==> src/rtl/spi_rf_pkg.sv <==
package spi_rf_pkg;
  localparam int BYTE_W = 8;
  localparam int NREG   = 10;

  localparam logic [7:0] CMD_WRITE = 8'h01;
  localparam logic [7:0] CMD_READ  = 8'h02;
  localparam logic [7:0] CMD_RDALL = 8'h03;
  localparam logic [7:0] CMD_RESET = 8'h04;

  localparam logic [7:0] ADR_CTRL = 8'h00;
  localparam logic [7:0] ADR_TUNE = 8'h01;
  localparam logic [7:0] ADR_LOAD = 8'h06;
  localparam logic [7:0] ADR_DATA = 8'h07;
  localparam logic [7:0] ADR_TXEN = 8'h08;
  localparam logic [7:0] ADR_GPO  = 8'h09;
  localparam logic [7:0] ADR_STAT = 8'h0C;

  typedef enum logic [2:0] {
    ST_CMD, ST_WADDR, ST_WDATA, ST_RADDR, ST_RAADDR, ST_STREAM, ST_DROP
  } fsm_e;

  // Writable bits for each stored address; zero means nothing is kept.
  function automatic logic [BYTE_W-1:0] wr_mask(input logic [7:0] a);
    case (a)
      ADR_CTRL:                    wr_mask = 8'h3F;
      ADR_TUNE:                    wr_mask = 8'hFF;
      8'h02, 8'h03, 8'h04, 8'h05:  wr_mask = 8'hFF;
      ADR_LOAD:                    wr_mask = 8'h00;
      ADR_DATA, ADR_TXEN:          wr_mask = 8'h01;
      ADR_GPO:                     wr_mask = 8'h07;
      default:                     wr_mask = 8'h00;
    endcase
  endfunction
endpackage

==> src/rtl/spi_rf_sync.sv <==
module spi_rf_sync #(
  parameter int STAGES = 2
) (
  input  logic clk,
  input  logic rst_n,
  input  logic sck_i,
  input  logic csn_i,
  input  logic mosi_i,
  output logic sck_rise,
  output logic sck_fall,
  output logic cs_active,
  output logic cs_start,
  output logic mosi_s
);
  localparam int TOP = STAGES - 1;

  logic [STAGES-1:0] sck_q, csn_q, mosi_q;
  logic sck_d, act_d;

  always_ff @(posedge clk or negedge rst_n) begin
    if (!rst_n) begin
      sck_q  <= '0;
      csn_q  <= '1;
      mosi_q <= '0;
      sck_d  <= 1'b0;
      act_d  <= 1'b0;
    end else begin
      sck_q  <= {sck_q[STAGES-2:0], sck_i};
      csn_q  <= {csn_q[STAGES-2:0], csn_i};
      mosi_q <= {mosi_q[STAGES-2:0], mosi_i};
      sck_d  <= sck_q[TOP];
      act_d  <= ~csn_q[TOP];
    end
  end

  assign sck_rise  = sck_q[TOP] & ~sck_d;
  assign sck_fall  = ~sck_q[TOP] & sck_d;
  assign cs_active = ~csn_q[TOP];
  assign cs_start  = ~csn_q[TOP] & ~act_d;
  assign mosi_s    = mosi_q[TOP];
endmodule

==> src/rtl/spi_rf_shifter.sv <==
module spi_rf_shifter
  import spi_rf_pkg::*;
(
  input  logic              clk,
  input  logic              rst_n,
  input  logic              cs_active,
  input  logic              cs_start,
  input  logic              sck_rise,
  input  logic              sck_fall,
  input  logic              mosi_s,
  input  logic              tx_load,
  input  logic [BYTE_W-1:0] tx_byte,
  output logic              rx_valid,
  output logic [BYTE_W-1:0] rx_byte,
  output logic              miso
);
  localparam int CNT_W = $clog2(BYTE_W);
  localparam logic [CNT_W-1:0] LAST = CNT_W'(BYTE_W - 1);

  logic [CNT_W-1:0]  bitcnt;
  logic [BYTE_W-1:0] rx_sh, tx_sh, pend;

  always_ff @(posedge clk or negedge rst_n) begin
    if (!rst_n) begin
      bitcnt   <= '0;
      rx_sh    <= '0;
      tx_sh    <= '0;
      pend     <= '0;
      rx_valid <= 1'b0;
    end else begin
      rx_valid <= 1'b0;
      if (!cs_active) begin
        bitcnt <= '0;
        tx_sh  <= '0;
        pend   <= '0;
      end else if (cs_start) begin
        bitcnt <= '0;
        pend   <= '0;
        tx_sh  <= tx_load ? tx_byte : '0;
      end else begin
        if (sck_rise) begin
          rx_sh  <= {rx_sh[BYTE_W-2:0], mosi_s};
          bitcnt <= (bitcnt == LAST) ? '0 : bitcnt + 1'b1;
          if (bitcnt == LAST) rx_valid <= 1'b1;
        end
        if (tx_load) pend <= tx_byte;
        if (sck_fall) begin
          if (bitcnt == '0) begin
            tx_sh <= pend;
            pend  <= '0;
          end else begin
            tx_sh <= {tx_sh[BYTE_W-2:0], 1'b0};
          end
        end
      end
    end
  end

  assign rx_byte = rx_sh;
  assign miso    = cs_active & tx_sh[BYTE_W-1];

  // output bit only moves on a falling serial edge or a frame start
  assert_miso_hold_R10: assert property (@(posedge clk) disable iff (!rst_n)
    (cs_active && !sck_fall && !cs_start) |=> (!cs_active || $stable(miso)));
endmodule

==> src/rtl/spi_rf_regs.sv <==
module spi_rf_regs
  import spi_rf_pkg::*;
(
  input  logic              clk,
  input  logic              rst_n,
  input  logic              soft_rst,
  input  logic              wr_en,
  input  logic [7:0]        wr_addr,
  input  logic [BYTE_W-1:0] wr_data,
  input  logic [7:0]        rd_addr,
  output logic [BYTE_W-1:0] rd_data,
  input  logic [BYTE_W-1:0] status_in,
  output logic              fsk_mode,
  output logic              env_shape,
  output logic              pll_wide,
  output logic              clkout_en,
  output logic              clkout_sel,
  output logic              spi_off,
  output logic [4:0]        cap_sel,
  output logic [2:0]        clk_div,
  output logic [15:0]       freq_hi,
  output logic [15:0]       freq_lo,
  output logic              freq_load,
  output logic              tx_data,
  output logic              tx_en,
  output logic [2:0]        gpo_sel
);
  localparam int IDX_W = $clog2(NREG);

  logic [BYTE_W-1:0] regs [NREG];
  logic [NREG*BYTE_W-1:0] flat;
  logic wr_mapped, rd_mapped;

  assign wr_mapped = (wr_addr < 8'(NREG));
  assign rd_mapped = (rd_addr < 8'(NREG));

  always_ff @(posedge clk or negedge rst_n) begin
    if (!rst_n) begin
      for (int i = 0; i < NREG; i++) regs[i] <= '0;
      freq_load <= 1'b0;
    end else if (soft_rst) begin
      for (int i = 0; i < NREG; i++) regs[i] <= '0;
      freq_load <= 1'b0;
    end else begin
      freq_load <= wr_en && (wr_addr == ADR_LOAD) && wr_data[0];
      if (wr_en && wr_mapped)
        regs[wr_addr[IDX_W-1:0]] <= wr_data & wr_mask(wr_addr);
    end
  end

  always_comb begin
    if (rd_mapped)                rd_data = regs[rd_addr[IDX_W-1:0]];
    else if (rd_addr == ADR_STAT) rd_data = status_in;
    else                          rd_data = '0;
  end

  generate
    for (genvar g = 0; g < NREG; g++) begin : g_flat
      assign flat[g*BYTE_W +: BYTE_W] = regs[g];
    end
  endgenerate

  assign fsk_mode   = regs[0][0];
  assign env_shape  = regs[0][1];
  assign pll_wide   = regs[0][2];
  assign clkout_en  = regs[0][3];
  assign clkout_sel = regs[0][4];
  assign spi_off    = regs[0][5];
  assign cap_sel    = regs[1][4:0];
  assign clk_div    = regs[1][7:5];
  assign freq_hi    = {regs[2], regs[3]};
  assign freq_lo    = {regs[4], regs[5]};
  assign tx_data    = regs[7][0];
  assign tx_en      = regs[8][0];
  assign gpo_sel    = regs[9][2:0];

  // soft reset leaves every field at zero
  assert_soft_clear_R5: assert property (@(posedge clk) disable iff (!rst_n)
    soft_rst |=> (flat == '0 && !freq_load));

  // load strobe lasts a single cycle
  assert_load_single_R8: assert property (@(posedge clk) disable iff (!rst_n)
    freq_load |=> !freq_load);

  // writes outside the stored range leave the file untouched
  assert_unmapped_write_R7: assert property (@(posedge clk) disable iff (!rst_n)
    (wr_en && !soft_rst && !wr_mapped) |=> $stable(flat));
endmodule

==> src/rtl/spi_rf_cfg_slave.sv <==
module spi_rf_cfg_slave
  import spi_rf_pkg::*;
#(
  parameter int SYNC_STAGES = 2
) (
  input  logic        clk,
  input  logic        rst_n,
  input  logic        spi_sck,
  input  logic        spi_csn,
  input  logic        spi_mosi,
  output logic        spi_miso,
  input  logic        run_en,
  input  logic [7:0]  status_in,
  output logic        fsk_mode,
  output logic        env_shape,
  output logic        pll_wide,
  output logic        clkout_en,
  output logic        clkout_sel,
  output logic [4:0]  cap_sel,
  output logic [2:0]  clk_div,
  output logic [15:0] freq_hi,
  output logic [15:0] freq_lo,
  output logic        freq_load,
  output logic        tx_data,
  output logic        tx_en,
  output logic [2:0]  gpo_sel
);
  logic sck_rise, sck_fall, cs_active, cs_start, mosi_s;
  logic rx_valid, tx_load, wr_en, soft_rst, spi_off, blocked;
  logic [BYTE_W-1:0] rx_byte, tx_byte, rd_data;
  logic [7:0] rd_addr, ptr, ra_ptr;
  logic ra_armed, frame_blk;
  fsm_e state;

  spi_rf_sync #(.STAGES(SYNC_STAGES)) u_sync (
    .clk(clk), .rst_n(rst_n), .sck_i(spi_sck), .csn_i(spi_csn), .mosi_i(spi_mosi),
    .sck_rise(sck_rise), .sck_fall(sck_fall), .cs_active(cs_active),
    .cs_start(cs_start), .mosi_s(mosi_s)
  );

  spi_rf_shifter u_shift (
    .clk(clk), .rst_n(rst_n), .cs_active(cs_active), .cs_start(cs_start),
    .sck_rise(sck_rise), .sck_fall(sck_fall), .mosi_s(mosi_s),
    .tx_load(tx_load), .tx_byte(tx_byte),
    .rx_valid(rx_valid), .rx_byte(rx_byte), .miso(spi_miso)
  );

  spi_rf_regs u_regs (
    .clk(clk), .rst_n(rst_n), .soft_rst(soft_rst), .wr_en(wr_en),
    .wr_addr(ptr), .wr_data(rx_byte), .rd_addr(rd_addr), .rd_data(rd_data),
    .status_in(status_in),
    .fsk_mode(fsk_mode), .env_shape(env_shape), .pll_wide(pll_wide),
    .clkout_en(clkout_en), .clkout_sel(clkout_sel), .spi_off(spi_off),
    .cap_sel(cap_sel), .clk_div(clk_div), .freq_hi(freq_hi), .freq_lo(freq_lo),
    .freq_load(freq_load), .tx_data(tx_data), .tx_en(tx_en), .gpo_sel(gpo_sel)
  );

  assign blocked = spi_off & ~run_en;

  // Per-byte decisions: which register feeds the next output byte, and what to write.
  always_comb begin
    tx_load  = 1'b0;
    tx_byte  = '0;
    rd_addr  = rx_byte;
    wr_en    = 1'b0;
    soft_rst = 1'b0;
    if (cs_start) begin
      rd_addr = ra_ptr;
      tx_load = 1'b1;
      if (!blocked && ra_armed) tx_byte = rd_data;
    end else if (rx_valid) begin
      case (state)
        ST_CMD:    soft_rst = (rx_byte == CMD_RESET);
        ST_WDATA:  wr_en = 1'b1;
        ST_RADDR: begin
          tx_load = 1'b1;
          tx_byte = rd_data;
        end
        ST_STREAM: begin
          rd_addr = ptr;
          tx_load = 1'b1;
          tx_byte = rd_data;
        end
        default: ;
      endcase
    end
  end

  always_ff @(posedge clk or negedge rst_n) begin
    if (!rst_n) begin
      state     <= ST_DROP;
      ptr       <= '0;
      ra_ptr    <= '0;
      ra_armed  <= 1'b0;
      frame_blk <= 1'b0;
    end else if (cs_start) begin
      ra_armed  <= 1'b0;
      frame_blk <= blocked;
      if (blocked)       state <= ST_DROP;
      else if (ra_armed) begin
        state <= ST_STREAM;
        ptr   <= ra_ptr + 8'd1;
      end else           state <= ST_CMD;
    end else if (rx_valid) begin
      case (state)
        ST_CMD: begin
          case (rx_byte)
            CMD_WRITE: state <= ST_WADDR;
            CMD_READ:  state <= ST_RADDR;
            CMD_RDALL: state <= ST_RAADDR;
            default:   state <= ST_DROP;
          endcase
        end
        ST_WADDR: begin
          ptr   <= rx_byte;
          state <= ST_WDATA;
        end
        ST_WDATA:  ptr <= ptr + 8'd1;
        ST_RAADDR: begin
          ra_ptr   <= rx_byte;
          ra_armed <= 1'b1;
          state    <= ST_DROP;
        end
        ST_STREAM: ptr <= ptr + 8'd1;
        default: ;
      endcase
    end
  end

  // a completed byte never lands on the cycle a frame opens
  assert_frame_byte_R1: assert property (@(posedge clk) disable iff (!rst_n)
    rx_valid |-> !cs_start);

  // a frame opened in standby with the link-off bit set cannot change state
  assert_blocked_frame_R9: assert property (@(posedge clk) disable iff (!rst_n)
    (frame_blk && cs_active && !cs_start) |-> (!wr_en && !soft_rst && !spi_miso));
endmodule

==> config.mk <==
export PLATFORM = sky130hd
export DESIGN_NAME = spi_rf_cfg_slave
export DESIGN_NICKNAME = d
export VERILOG_FILES = /design/src/rtl/spi_rf_pkg.sv /design/src/rtl/spi_rf_sync.sv /design/src/rtl/spi_rf_shifter.sv /design/src/rtl/spi_rf_regs.sv /design/src/rtl/spi_rf_cfg_slave.sv
export SDC_FILE = /design/constraint.sdc
export NUM_CORES = 1
export LEC_CHECK = 0
export CORE_UTILIZATION = 35
export CTS_CLUSTER_DIAMETER = 200
export DETAILED_ROUTE_END_ITERATION = 8
export PLACE_DENSITY = 0.49
export SLEW_MARGIN = 40
export SYNTH_ARGS = -nofsm -noshare
export SYNTH_HDL_FRONTEND = slang
export SYNTH_SLANG_ARGS = --single-unit
==> constraint.sdc <==
create_clock -name clk -period 4.1 [get_ports clk]
set_input_delay 0.82 -clock clk [delete_from_list [all_inputs] [get_ports clk]]
set_output_delay 0.82 -clock clk [all_outputs]
set_load 0.02 [all_outputs]
# After elaboration in Yosys (flattened, before gate mapping)
# Memories as Yosys holds them, arrays and structs flattened.
# Index checks and enable logic that the tools add are counted.
[totals]
output_inout_bits = 52
n_memories = 1
elab_cells = 147
regBits = 137
in_bits = 14
romBits = 128
[classes]
addsub = 3
bitwise = 14
n_reduce_logical = 23
n_lt_le_gt_ge = 5
eq_ne = 14
mux = 62
[memory_table]
columns = ["name", "depth", "word_bits", "rd", "rd_ports_with_merged_regs", "wr", "line_no", "text"]
rows = [
  ["(no name shown)", 16, 8, 1, 0, 0, "spi_rf_pkg.sv:24", "case (a)"],
]
[op_table]
columns = ["cell", "n"]
rows = [
  ["$mux W8", 29],
  ["$mux W80", 2],
  ["$bwmux W80", 1],
  ["$bmux W8 S4", 1],
  ["$demux W8 S4", 1],
  ["$mux W3", 8],
  ["$pmux W3 S3", 2],
  ["$mux W1", 17],
  ["$add A8 B1 Y8 const B", 2],
  ["$eq A8 B2 Y1 const B", 2],
  ["$eq A8 B3 Y1 const B", 2],
  ["$lt A8 B4 Y1 const B", 2],
  ["$pmux W8 S2", 1],
  ["$ge A5 B5 Y1 const B", 2],
  ["$not A4 Y5", 2],
  ["$eq A3 B3 Y1 const B", 3],
  ["$reduce_bool A3 Y1", 3],
  ["$and A8 B8 Y8", 1],
  ["$eq A8 B1 Y1 const B", 1],
  ["$eq A8 B4 Y1 const B", 1],
  ["$eq A3 B2 Y1 const B", 2],
  ["$logic_not A3 Y1", 2],
  ["$not A1 Y1", 6],
  ["$reduce_and A3 Y1", 2],
  ["14 further kinds", 26],
]

# Longest topological paths before layout
# Gate-level depths: netlist of run 1.
[logic_depth]
word_depth = 17
mapped_depth = 12
ltp_nobuf = 7

# By module
# Synthesis of run 1 repeated with hierarchy kept, for this count alone.
[unflattened]
hier_cells = 725
hier_area_um2 = 7583.5
[modules_own_cells]
columns = ["module", "n_inst", "cells_per_inst", "seq_area_each_um2", "area_each_um2"]
rows = [
  ["spi_rf_regs", 1, 428, 2026.9, 4484.3],
  ["spi_rf_cfg_slave", 1, 178, 503.0, 1564.0],
  ["spi_rf_shifter", 1, 107, 700.7, 1310.0],
  ["spi_rf_sync", 1, 12, 202.7, 225.2],
]

# Least setup slack after synthesis of run 1
# No wires, ideal clock.
[synth_timing]
kind = "register -> register"
startpoint = "register state[2]"
endpoint = "register u_shift.pend[4]"
t_arrival_ps = 2409
required_ps = 3978
setup_time_ps = 122
slack_ps = 1569
path_stages_with_launch = 13
synth_period_minus_slack_ps = 2531
n_path_buf = 5
path_cell_list = "dfstp_2 buf_6 and4b_1 buf_6 mux2_4 and2_4 buf_6 buf_6 buf_6 nand2_2 nand3_1 a211o_1 a32o_1"
[synth_between]
elab_chain_len = 17
word_cells_on_any_way = 26
classes_between = "1 x order compare; 3 x eq/ne; 20 x mux; 1 x bitwise; 1 x reduce/logical"
[synth_rtl]
columns = ["item", "line_no", "text"]
rows = [
  ["start, declared", "spi_rf_cfg_slave.sv:33", "fsm_e state;"],
  ["start signal, assigned", "spi_rf_cfg_slave.sv:91", "state <= ST_DROP;"],
  ["start signal, assigned", "spi_rf_cfg_slave.sv:99", "if (blocked) state <= ST_DROP;"],
  ["start signal, assigned", "spi_rf_cfg_slave.sv:101", "state <= ST_STREAM;"],
  ["$eq A3 B3 Y1", "spi_rf_cfg_slave.sv:72", "case (state)"],
  ["$mux W8", "spi_rf_cfg_slave.sv:72", ""],
  ["$mux W8", "spi_rf_cfg_slave.sv:71", "end else if (rx_valid) begin"],
  ["$mux W8", "spi_rf_cfg_slave.sv:67", "if (cs_start) begin"],
  ["$not A4 Y5 (implied by the code)", "spi_rf_regs.sv:52", "if (rd_mapped) rd_data = regs[rd_addr[IDX_W-1:0]];"],
  ["$bmux W8 S4", "spi_rf_regs.sv:52", ""],
  ["$mux W8 (implied by the code) (2 in a row)", "spi_rf_regs.sv:52", ""],
  ["$mux W8", "spi_rf_regs.sv:52", ""],
  ["$mux W8", "spi_rf_cfg_slave.sv:72", ""],
  ["$mux W8", "spi_rf_cfg_slave.sv:71", ""],
  ["$mux W8", "spi_rf_cfg_slave.sv:67", ""],
  ["$mux W8 (*)", "spi_rf_shifter.sv:46", "if (tx_load) pend <= tx_byte;"],
  ["$mux W8", "spi_rf_shifter.sv:48", "if (bitcnt == '0) begin"],
  ["$mux W8 (*)", "spi_rf_shifter.sv:47", "if (sck_fall) begin"],
  ["$mux W8 (*)", "spi_rf_shifter.sv:36", "end else if (cs_start) begin"],
  ["$mux W8 (*)", "spi_rf_shifter.sv:32", "if (!cs_active) begin"],
  ["end signal, assigned", "spi_rf_shifter.sv:46", ""],
  ["end, declared", "spi_rf_shifter.sv:21", "logic [BYTE_W-1:0] rx_sh, tx_sh, pend;"],
]
# Every way passes the cells marked *; elsewhere a longest branch is shown, timed or not. The select of a mux whose other input is x is not followed.
# A chain may end at the register's enable or synchronous reset.

# Final worst setup path of run 1
[layout_timing]
startpoint = "register state[2]"
endpoint = "register u_shift.pend[6]"
# The elaborated chain is that of the path after synthesis.

==> results of run 1 <==
-- worst paths after layout --
kind | slack (ns) | start | endpoint
worst min-delay path | 0.35 | u_sync.mosi_q[0]$_DFF_PN0_ | u_sync.mosi_q[1]$_DFF_PN0_
min in group asynchronous | 0.41 | rst_n | u_regs.freq_lo[3]$_DFFE_PN0P_
max in group asynchronous | 2.87 | rst_n | state[1]$_DFFE_PN1P_
worst max-delay path | 0.98 | state[2]$_DFFE_PN1P_ | u_shift.pend[6]$_DFF_PN0_
worst min register to register | 0.35 | u_sync.mosi_q[0]$_DFF_PN0_ | u_sync.mosi_q[1]$_DFF_PN0_
worst max register to register | 0.98 | state[2]$_DFFE_PN1P_ | u_shift.pend[6]$_DFF_PN0_
-- power by group through the flow --
stage / clock (uW) / sequential [uW] / combinational [uW]
6_report: 1580 / 1480 / 715
5_1_grt: 1660 / 1480 / 782
4_1_cts: 1610 / 1470 / 713
3_5_place_dp: 0 / 1500 / 710
3_3_place_gp: 0 / 1500 / 695
2_1_floorplan: 0 / 1440 / 543
-- worst max-delay path, cell delays in order (launching register included) --
cell	delay, ns
sky130_fd_sc_hd__dfstp_2	0.62
sky130_fd_sc_hd__and4b_1	0.43
sky130_fd_sc_hd__mux2_2	0.42
sky130_fd_sc_hd__nor2_4	0.08
sky130_fd_sc_hd__buf_4	0.36
sky130_fd_sc_hd__mux2i_1	0.41
sky130_fd_sc_hd__a211oi_1	0.14
sky130_fd_sc_hd__a311o_1	0.32
sky130_fd_sc_hd__a32o_1	0.22
-- state kept, by name, summed over array words and instances (netlist names), 3 cells and up --
register,count
u_regs.flat,29
u_regs.freq_hi,16
u_regs.freq_lo,16
ptr,8
ra_ptr,8
u_shift.pend,8
u_shift.rx_byte,8
u_shift.tx_sh,8
u_regs.cap_sel,5
state,3
u_regs.clk_div,3
u_regs.gpo_sel,3
u_shift.bitcnt,3
-- cell type report --
| class | instances | area, um2 |
|---|---|---|
| fillers | 2033 | 12000 |
| flip-flops and latches | 137 | 3430 |
| multi-input cells | 530 | 3340 |
| repair buffers | 73 | 727 |
| clock buffers | 24 | 482 |
| well taps | 270 | 338 |
| clock inverters | 7 | 116 |
| inverters | 10 | 37.5 |
-- layout by cell type, fill, tap and decap left out, types with 7 or more instances in the layout --
cell type	instances
sky130_fd_sc_hd__clkbuf_16	17
sky130_fd_sc_hd__nand2_1	70
sky130_fd_sc_hd__and2_1	7
sky130_fd_sc_hd__a221oi_1	10
sky130_fd_sc_hd__a211oi_1	17
sky130_fd_sc_hd__nor2_1	25
sky130_fd_sc_hd__a21oi_1	41
sky130_fd_sc_hd__mux2_2	18
sky130_fd_sc_hd__xnor2_1	7
sky130_fd_sc_hd__xor2_1	8
sky130_fd_sc_hd__nor3_1	9
sky130_fd_sc_hd__inv_1	10
sky130_fd_sc_hd__dfrtp_1	133
sky130_fd_sc_hd__and3_1	16
sky130_fd_sc_hd__nand3_1	80
sky130_fd_sc_hd__mux2i_1	30
sky130_fd_sc_hd__clkdlybuf4s50_1	64
sky130_fd_sc_hd__ha_1	8
sky130_fd_sc_hd__o21ai_0	91
-- cells by family (layout without fill, tap and decap cells) --
kind of cell | Yosys count | after routing | share of synthesized area [%]
AO/OA/AOI/OAI | 223 | 223 | 19.2
XOR/XNOR | 15 | 15 | 1.78
adder cells (fa/ha/maj) | 8 | 8 | 1.36
buffers and inverters | 103 | 114 | 8.23
flip-flops | 137 | 137 | 46.6
multiplexers | 49 | 49 | 7.04
AND/OR/NAND/NOR | 235 | 235 | 15.7
-- routing by layer --
| metal | wire (um) | up-vias | global-route usage [%] |
|---|---|---|---|
| li1 | - | 2736 | - |
| met1 | 9850 | 2935 | 28.3 |
| met2 | 9670 | 206 | 31.4 |
| met3 | 1290 | 34 | 4.66 |
| met4 | 624 | 0 | 8.92 |
| met5 | 0 | - | 0 |
-- metrics by stage --
| stage | std cells | setup WS, ns | power, uW | hold WS [ns] | utilization [%] |
|---|---|---|---|---|---|
| 2_1_floorplan | 770 | 1.57 | 1980 | 0.331 | - |
| 3_3_place_gp | 1017 | 1.05 | 2190 | 0.334 | 38.4 |
| 3_5_place_dp | 1020 | 1.00 | 2210 | 0.336 | 38.5 |
| 4_1_cts | 1051 | 0.974 | 3800 | 0.350 | 41.4 |
| 5_1_grt | 1051 | 0.830 | 3930 | 0.359 | 41.5 |
| 6_report | 1051 | 0.984 | 3770 | 0.347 | 41.5 |
==> flow_summary.rst, run 1 <==
.. list-table::
   :header-rows: 1

   * - Metric
     - Value
   * - Number of buffers on the longest clock path
     - 2
   * - Final worst path period share
     - 76.0%
   * - Total power divided by cell area
     - 445 mW/mm2
   * - Clock buffers created by TritonCTS
     - 17
   * - Worst max-slew margin expressed relative to the limit
     - 41.8%
   * - Relative contribution of the clock network to total power
     - 41.9%
   * - Clock tree root driver cell
     - sky130_fd_sc_hd__clkbuf_16
   * - RSZ-0062 raised after global routing
     - false
   * - First-pass DRT Iterations
     - 5
   * - Clock-pin slew on the worst setup and hold paths
     - 0.06 ns
   * - Required time worst endpoint
     - 4.41 ns
   * - DR iter-0 viols
     - 407
   * - Overall die height
     - 147 um
   * - Post-synth top area share
     - 45.2%
   * - Global-route wire length before repair
     - 33,700 um
   * - Max H-tree Level
     - 4
   * - Sequential share of power
     - 39.2%
   * - Number of DRC violations after detailed routing
     - 0
   * - Overflow left after global routing
     - 0
   * - Kind of launch point of the worst setup path
     - flip-flop
   * - Critical Path Sink Type
     - flip-flop
   * - Detailed-placement wirelength estimate
     - 15,000 um
   * - Most instantiated library cell after synthesis
     - sky130_fd_sc_hd__dfrtp_1
   * - Library cell with the largest summed area after synthesis
     - sky130_fd_sc_hd__dfrtp_1
   * - Buffers inserted by post-CTS timing repair
     - 0
   * - Synthesis warning total
     - 0
   * - Number of synthesized flops with an enable pin
     - 0
   * - Switching Power
     - 1140 uW
   * - Post-cts gate resize count
     - 0
   * - Number of vias after detailed routing
     - 5,911
   * - Hold buffer count at cts
     - 0
   * - Area added between synthesis and finish
     - 15.1%
   * - Count of nets left with antenna violations after detail routing
     - 0
   * - Maximum operating frequency
     - 321 MHz
   * - Post-Route WL
     - 21,400 um
   * - Number of sinks handled by clock tree synthesis
     - 137
   * - Quantity of I/O buffers inserted on ports
     - 65
   * - Net count of the finished layout
     - 791
   * - Clock Latency Late Sink
     - 0.43 ns
   * - Combinational fraction of design power
     - 19.0%
   * - Full die area
     - 0.0216 mm2
   * - Arr. time, crit path
     - 3.43 ns
   * - Setup TNS
     - 0 ns
   * - Ys flop type
     - sky130_fd_sc_hd__dfrtp_1
   * - Switching power as a share of total power
     - 30.1%
   * - Post-synthesis instance area
     - 0.00736 mm2
   * - Core Box Area
     - 0.0204 mm2
   * - Number of max-cap violations
     - 0
   * - Crit path max fanout
     - 33
   * - #FFs+latches synth
     - 137
   * - Final Hold Vio Count
     - 0
   * - Top cells by count, synth
     - sky130_fd_sc_hd__dfrtp_1 (133), sky130_fd_sc_hd__o21ai_0 (92), sky130_fd_sc_hd__nand3_1 (81), sky130_fd_sc_hd__nand2_1 (70), sky130_fd_sc_hd__buf_4 (43)
   * - Number of global-route vias before repair
     - 5,746
   * - Internal power
     - 2630 uW
   * - TritonCTS clock tree
     - yes
   * - Initial Utilization
     - 36.0%
   * - Cell types with the largest area share after synthesis
     - sky130_fd_sc_hd__dfrtp_1 (45%), sky130_fd_sc_hd__o21ai_0 (6.3%), sky130_fd_sc_hd__nand3_1 (5.5%)
   * - Antenna diodes
     - 0
   * - P_leak
     - 0.00356 uW
   * - Async set-reset flop share out of synthesis
     - 100%
   * - Seq/Total Area, Yosys
     - 46.6%
   * - Setup-failing EPs final
     - 0
   * - Max Clock Skew
     - 0.0111 ns
   * - Type of the worst setup path
     - reg2reg
   * - Die W
     - 147 um
   * - Result of the run
     - finished, final reports clean
   * - Hold Crit Class
     - reg2reg
   * - Layout Cell Area excl Fill
     - 0.00847 mm2
   * - Synthesized net count
     - 792
   * - Synth unique cells
     - 69
   * - Cell area reported after detailed placement
     - 0.00787 mm2
   * - Antenna violations before repair
     - 0
   * - Std cell rows
     - 52
   * - Minimum clock period
     - 3.12 ns
   * - Post-Synthesis Cells
     - 770
   * - Fraction of layout cells with a size suffix above 1
     - 10.4%
   * - Maximum resistive drop on vdd
     - 0.000317 V
   * - Pin slew with the least headroom to its limit
     - 0.867 ns
   * - Average instance area after synthesis
     - 9.56 um2
   * - I/O pin count
     - 66
   * - Routed WL per cell
     - 20.4 um
   * - Number of cells traversed by the worst register-to-register path
     - 8
   * - Worst hold path depth
     - 0
   * - Global placer's final weighted congestion
     - 0.866
   * - Final count of pins violating max slew
     - 0
   * - Global router's overall resource usage
     - 20.7%
   * - Pin count of the biggest net entering global routing
     - 97
   * - Via density per instance
     - 5.62
No activity file was read; power rests on OpenSTA's default activity.
==> run 2: changes to the inputs <==
Clock period 4.1 ns to 3.25 ns, I/O delays scaled along.
==> flow_summary.rst, run 2 (synthesis results as in run 1) <==
.. list-table::
   :header-rows: 1

   * - Metric
     - Value
   * - Die W
     - 147 um
   * - Pin slew with the least headroom to its limit
     - 0.842 ns
   * - Initial Utilization
     - 36.0%
   * - First-pass DRT Iterations
     - 5
   * - Pre-CTS setup slack
     - 0.270 ns
   * - Number of DRC violations after detailed routing
     - 0
   * - Via density per instance
     - 5.54
   * - Hold Crit Class
     - in2async
   * - Required time worst endpoint
     - 3.56 ns
   * - Crit path max fanout
     - 9
   * - Result of the run
     - finished, final reports clean
   * - Setup TNS
     - 0 ns
   * - Number of vias after detailed routing
     - 5,895
   * - Routed WL per cell
     - 19.9 um
   * - Quantity of I/O buffers inserted on ports
     - 65
   * - Met3 wire len
     - 898 um
   * - Number of sinks handled by clock tree synthesis
     - 137
   * - Core Box Area
     - 0.0204 mm2
   * - Maximum operating frequency
     - 327 MHz
   * - Number of max-cap violations
     - 0
   * - Final count of pins violating max slew
     - 0
   * - Number of buffers on the longest clock path
     - 2
   * - Setup slack after layout
     - 0.190 ns
   * - Total power divided by cell area
     - 575 mW/mm2
   * - Flip-flop count of the largest register, all copies and words added
     - 29
   * - Final Hold Vio Count
     - 0
   * - RSZ-0062 raised after global routing
     - false
   * - Final worst path period share
     - 94.2%
   * - Post-cts gate resize count
     - 0
   * - Antenna violations before repair
     - 0
   * - I/O pin count
     - 66
   * - Overflow left after global routing
     - 0
   * - Setup-failing EPs final
     - 0
   * - Clock buffers created by TritonCTS
     - 17
   * - P_leak
     - 0.00365 uW
   * - Antenna diodes
     - 0
   * - Detailed route wirelength on metal2
     - 9740 um
   * - Buffers inserted by post-CTS timing repair
     - 0
   * - Post-Place Cells
     - 1,033
   * - Area added between synthesis and finish
     - 17.0%
   * - Max H-tree Level
     - 4
   * - Global-route wire length before repair
     - 33,100 um
   * - TritonCTS clock tree
     - yes
   * - Count of nets left with antenna violations after detail routing
     - 0
   * - Fraction of layout cells with a size suffix above 1
     - 11.8%
   * - DR iter-0 viols
     - 510
   * - Clock Latency Late Sink
     - 0.43 ns
   * - Detailed-placement wirelength estimate
     - 15,000 um
   * - Minimum clock period
     - 3.06 ns
   * - Met1 Routed Length
     - 10,200 um
   * - Leading cell types in the layout, fill and taps excluded
     - sky130_fd_sc_hd__dfrtp_1 (133), sky130_fd_sc_hd__o21ai_0 (92), sky130_fd_sc_hd__nand3_1 (80)
   * - Leading cell type in the layout, fill and taps excluded
     - sky130_fd_sc_hd__dfrtp_1
   * - Max Clock Skew
     - 0.0110 ns
   * - Number of global-route vias before repair
     - 5,585
   * - Hold buffer count at cts
     - 0
   * - Count of non-filler cells in the finished layout
     - 1,065
   * - Net count of the finished layout
     - 804
   * - Clock-pin slew on the worst setup and hold paths
     - 0.06 ns
   * - Overall die height
     - 147 um
   * - Pin count of the biggest net entering global routing
     - 87
   * - Full die area
     - 0.0216 mm2
   * - Type of the worst setup path
     - reg2reg
   * - Uppermost signal routing layer after detailed routing
     - met4
   * - Post-Route WL
     - 21,200 um
   * - Arr. time, crit path
     - 3.37 ns
   * - Global placer's final weighted congestion
     - 0.839
   * - Worst max-slew margin expressed relative to the limit
     - 43.9%
   * - Kind of launch point of the worst setup path
     - flip-flop
   * - Maximum resistive drop on vdd
     - 0.000403 V
   * - Clock tree root driver cell
     - sky130_fd_sc_hd__clkbuf_16
   * - Global router's overall resource usage
     - 20.2%
   * - Critical Path Sink Type
     - flip-flop
   * - Std cell rows
     - 52
==> run 2: cell types whose count changed in the layout (fill, tap and decap cells not counted), sizes merged <==
cell    previous run  this run
buf                9        22
bufinv             3         5
clkbuf            24        21
clkinv             3         5
==> run 2: worst paths after layout <==
path / start / end / cells past startpoint / slack, ns
worst max-delay path: state[2]$_DFFE_PN1P_ / u_shift.pend[1]$_DFF_PN0_ / 8 / 0.19
min in group clk: u_sync.mosi_q[0]$_DFF_PN0_ / u_sync.mosi_q[1]$_DFF_PN0_ / 0 / 0.35
max in group asynchronous: rst_n / u_sync.csn_q[0]$_DFF_PN1_ / 2 / 2.21
worst min register to register: u_sync.mosi_q[0]$_DFF_PN0_ / u_sync.mosi_q[1]$_DFF_PN0_ / 0 / 0.35
worst min-delay path: rst_n / u_regs.freq_lo[5]$_DFFE_PN0P_ / 1 / 0.15
worst max register to register: state[2]$_DFFE_PN1P_ / u_shift.pend[1]$_DFF_PN0_ / 8 / 0.19
==> run 2: metrics by stage <==
| step | power (uW) | utilization, % | hold slack [ns] | cell area [um2] |
|---|---|---|---|---|
| after floorplan | 2500 | - | 0.331 | 7360 |
| after global placement | 2800 | 39.0 | 0.339 | 7960 |
| after detailed placement | 2820 | 39.0 | 0.338 | 7960 |
| after CTS | 4980 | 42.2 | 0.176 | 8610 |
| after global routing | 5140 | 42.2 | 0.189 | 8610 |
| final | 4950 | 42.2 | 0.152 | 8610 |
==> run 2: layer usage <==
metal  GRT usage, %  vias to the layer above
met4           6.80                        0
met3           3.76                       25
met2           31.1                      176
met5              0                        -
li1               -                     2766
met1           28.6                     2928
==> run 2: critical path, stage by stage, from the launching register on <==
cell and delay, ns:
sky130_fd_sc_hd__dfstp_2 0.62, sky130_fd_sc_hd__and4b_1 0.42, sky130_fd_sc_hd__mux2i_1 0.40, sky130_fd_sc_hd__o21ai_1 0.28, sky130_fd_sc_hd__buf_4 0.26, sky130_fd_sc_hd__mux2i_1 0.27, sky130_fd_sc_hd__o2bb2ai_1 0.11, sky130_fd_sc_hd__a211o_1 0.33
sky130_fd_sc_hd__a32o_1 0.26
==> run 2: where the power goes <==
part	leakage (uW)	total (uW)	internal, uW	switching (uW)
Sequential	0.00187	1840	1750	87.9
Combinational	0.00146	949	329	620
Clock	0.000317	2160	1400	753
Total	0.00365	4950	3490	1460
==> run 2: layout make-up <==
type,count,area (um2)
inverters,10,37.5
fillers,1986,11800
multi-input cells,530,3330
clock inverters,11,194
clock buffers,21,460
well taps,270,338
repair buffers,86,822
flip-flops and latches,137,3430
==> run 3: changes to the inputs <==
Settings changed: CORE_UTILIZATION 35 to 55, PLACE_DENSITY 0.49 to 0.73, SLEW_MARGIN 40 to 10.
==> flow_summary.rst, run 3 (synthesis results as in run 1) <==
.. list-table::
   :header-rows: 1

   * - Metric
     - Value
   * - Worst max-slew margin expressed relative to the limit
     - 32.0%
   * - Initial Utilization
     - 57.4%
   * - Minimum clock period
     - 3.03 ns
   * - Hold Crit Class
     - in2async
   * - Minimum hold slack
     - 0.227 ns
   * - Std cell rows
     - 41
   * - Clock-pin slew on the worst setup and hold paths
     - 0.06 ns
   * - Routed WL per cell
     - 20.7 um
   * - Die W
     - 118 um
   * - Area added between synthesis and finish
     - 14.7%
   * - Most frequent CP cell
     - sky130_fd_sc_hd__a221oi_1
   * - Post-Route WL
     - 19,900 um
   * - Global placer's final weighted congestion
     - 0.905
   * - Setup-failing EPs final
     - 0
   * - RSZ-0062 raised after global routing
     - false
   * - Arr. time, crit path
     - 3.38 ns
   * - Via density per instance
     - 6.28
   * - Type of the worst setup path
     - reg2reg
   * - Number of global-route vias before repair
     - 5,653
   * - Net count of the finished layout
     - 801
   * - Setup TNS
     - 0 ns
   * - Launch point of the critical path
     - state[2]$_DFFE_PN1P_
   * - Number of DRC violations after detailed routing
     - 0
   * - Result of the run
     - finished, final reports clean
   * - Maximum resistive drop on vdd
     - 0.000378 V
   * - Clock Latency Late Sink
     - 0.43 ns
   * - Overall die height
     - 118 um
   * - Final core utilization
     - 65.8%
   * - Kind of launch point of the worst setup path
     - flip-flop
   * - Final worst path period share
     - 93.1%
   * - Antenna diodes
     - 0
   * - Total area of sequential cells
     - 0.00343 mm2
   * - Cell area reported after detailed placement
     - 0.00781 mm2
   * - Detailed-placement wirelength estimate
     - 13,800 um
   * - Core Box Area
     - 0.0128 mm2
   * - P_leak
     - 0.00361 uW
   * - Max H-tree Level
     - 4
   * - Maximum operating frequency
     - 330 MHz
   * - Leading cell types in the layout, fill and taps excluded
     - sky130_fd_sc_hd__dfrtp_1 (133), sky130_fd_sc_hd__o21ai_0 (92), sky130_fd_sc_hd__nand3_1 (80)
   * - Maximum cell stage delay along the critical path
     - 0.67 ns
   * - Final Hold Vio Count
     - 0
   * - Layout Cell Area excl Fill
     - 0.00844 mm2
   * - Overflow left after global routing
     - 0
   * - Global-route wire length before repair
     - 32,100 um
   * - Pre-CTS setup slack
     - 0.230 ns
   * - TritonCTS clock tree
     - yes
   * - Flip-flop count of the largest register, all copies and words added
     - 29
   * - First-pass DRT Iterations
     - 5
   * - Critical path cell sequence
     - and4b_1, mux2_2, nor2_4, buf_4, a221oi_1, a211oi_1, a221oi_1, a21oi_1
   * - Full die area
     - 0.0138 mm2
   * - Final count of pins violating max slew
     - 0
   * - Crit path max fanout
     - 13
   * - Pin slew with the least headroom to its limit
     - 1.01 ns
   * - Number of max-cap violations
     - 0
   * - Critical Path Sink Type
     - flip-flop
   * - Fraction of layout cells with a size suffix above 1
     - 11.9%
   * - Clock tree root driver cell
     - sky130_fd_sc_hd__clkbuf_16
   * - Leading cell type in the layout, fill and taps excluded
     - sky130_fd_sc_hd__dfrtp_1
   * - Global router's overall resource usage
     - 30.3%
   * - Filler cell count in the final layout
     - 1,039
   * - Pin count of the biggest net entering global routing
     - 81
   * - I/O pin count
     - 66
   * - Crit-path leading delay family
     - compound AO/OA/AOI/OAI gates
   * - Total power divided by cell area
     - 569 mW/mm2
   * - Max Clock Skew
     - 0.00770 ns
   * - WP buf/inv
     - 1
   * - Count of nets left with antenna violations after detail routing
     - 0
   * - Quantity of I/O buffers inserted on ports
     - 65
   * - Required time worst endpoint
     - 3.60 ns
   * - Clock buffers created by TritonCTS
     - 17
   * - Startpoint of the most critical register-to-register path
     - state[2]$_DFFE_PN1P_
   * - Area used by multi-input combinational logic
     - 0.00333 mm2
   * - Number of sinks handled by clock tree synthesis
     - 137
   * - Cell with the biggest individual delay on the critical path
     - sky130_fd_sc_hd__a211oi_1
   * - Number of vias after detailed routing
     - 6,057
   * - Number of buffers on the longest clock path
     - 2
   * - Antenna violations before repair
     - 0
   * - Buffers inserted by post-CTS timing repair
     - 0
   * - DR iter-0 viols
     - 617
   * - Setup slack after layout
     - 0.224 ns
run 3: cell types whose count changed in the layout (fill, tap and decap cells not counted), sizes merged:
| cell | previous run | this run |
|---|---|---|
| clkinvlp | 1 | 4 |
| buf | 22 | 19 |
| clkinv | 5 | 4 |
| bufinv | 5 | 3 |
run 3: routing by layer:
metal | GRT usage [%] | wire length (um)
met2 | 44.9 | 9170
met4 | 11.9 | 575
met1 | 43.4 | 8770
met5 | 0 | 0
met3 | 6.49 | 1420
run 3: metrics by stage:
stage | total power [uW] | std cells
2_1_floorplan | 2500 | 770
3_3_place_gp | 2770 | 932
6_report | 4800 | 964
3_5_place_dp | 2780 | 932
5_1_grt | 4980 | 964
4_1_cts | 4800 | 964
run 3: worst paths after layout:
path | cells after the start | end | slack [ns]
worst max-delay path | 8 | u_shift.pend[2]$_DFF_PN0_ | 0.22
worst min-delay path | 1 | u_regs.freq_lo[5]$_DFFE_PN0P_ | 0.23
worst max register to register | 8 | u_shift.pend[2]$_DFF_PN0_ | 0.22
worst min register to register | 0 | u_sync.mosi_q[1]$_DFF_PN0_ | 0.34
max in group asynchronous | 2 | u_regs.flat[78]$_DFFE_PN0P_ | 2.29
min in group clk | 0 | u_sync.mosi_q[1]$_DFF_PN0_ | 0.34
run 3: repair_timing:
item | 4_1_cts | 5_1_grt
endpoints found under the setup margin | 0 | 4
hold buffers | 0 | 0
endpoints found under the hold margin | 0 | 0
resized for setup | 0 | 1
run 3: layout make-up:
cell class	count	share of cell area, %
Inverter	10	0.445
Tap cell	172	2.55
Clock buffer	21	5.69
Multi-Input combinational cell	530	39.5
Timing Repair Buffer	83	9.47
Clock inverter	11	1.70
Sequential cell	137	40.7
run 3: worst reg2reg max path, stage by stage, from the launching register on:
cell and delay (ns):
sky130_fd_sc_hd__dfstp_2 0.61, sky130_fd_sc_hd__and4b_1 0.44, sky130_fd_sc_hd__mux2_2 0.42, sky130_fd_sc_hd__nor2_4 0.20, sky130_fd_sc_hd__buf_4 0.25, sky130_fd_sc_hd__a221oi_1 0.07
sky130_fd_sc_hd__a211oi_1 0.67, sky130_fd_sc_hd__a221oi_1 0.10, sky130_fd_sc_hd__a21oi_1 0.18
run 3: report_power, final:
group	leakage, uW	switching (uW)	internal (uW)
combinational	0.00144	605	328
clock	0.000297	743	1280
sequential	0.00187	85.6	1750
total	0.00361	1430	3370
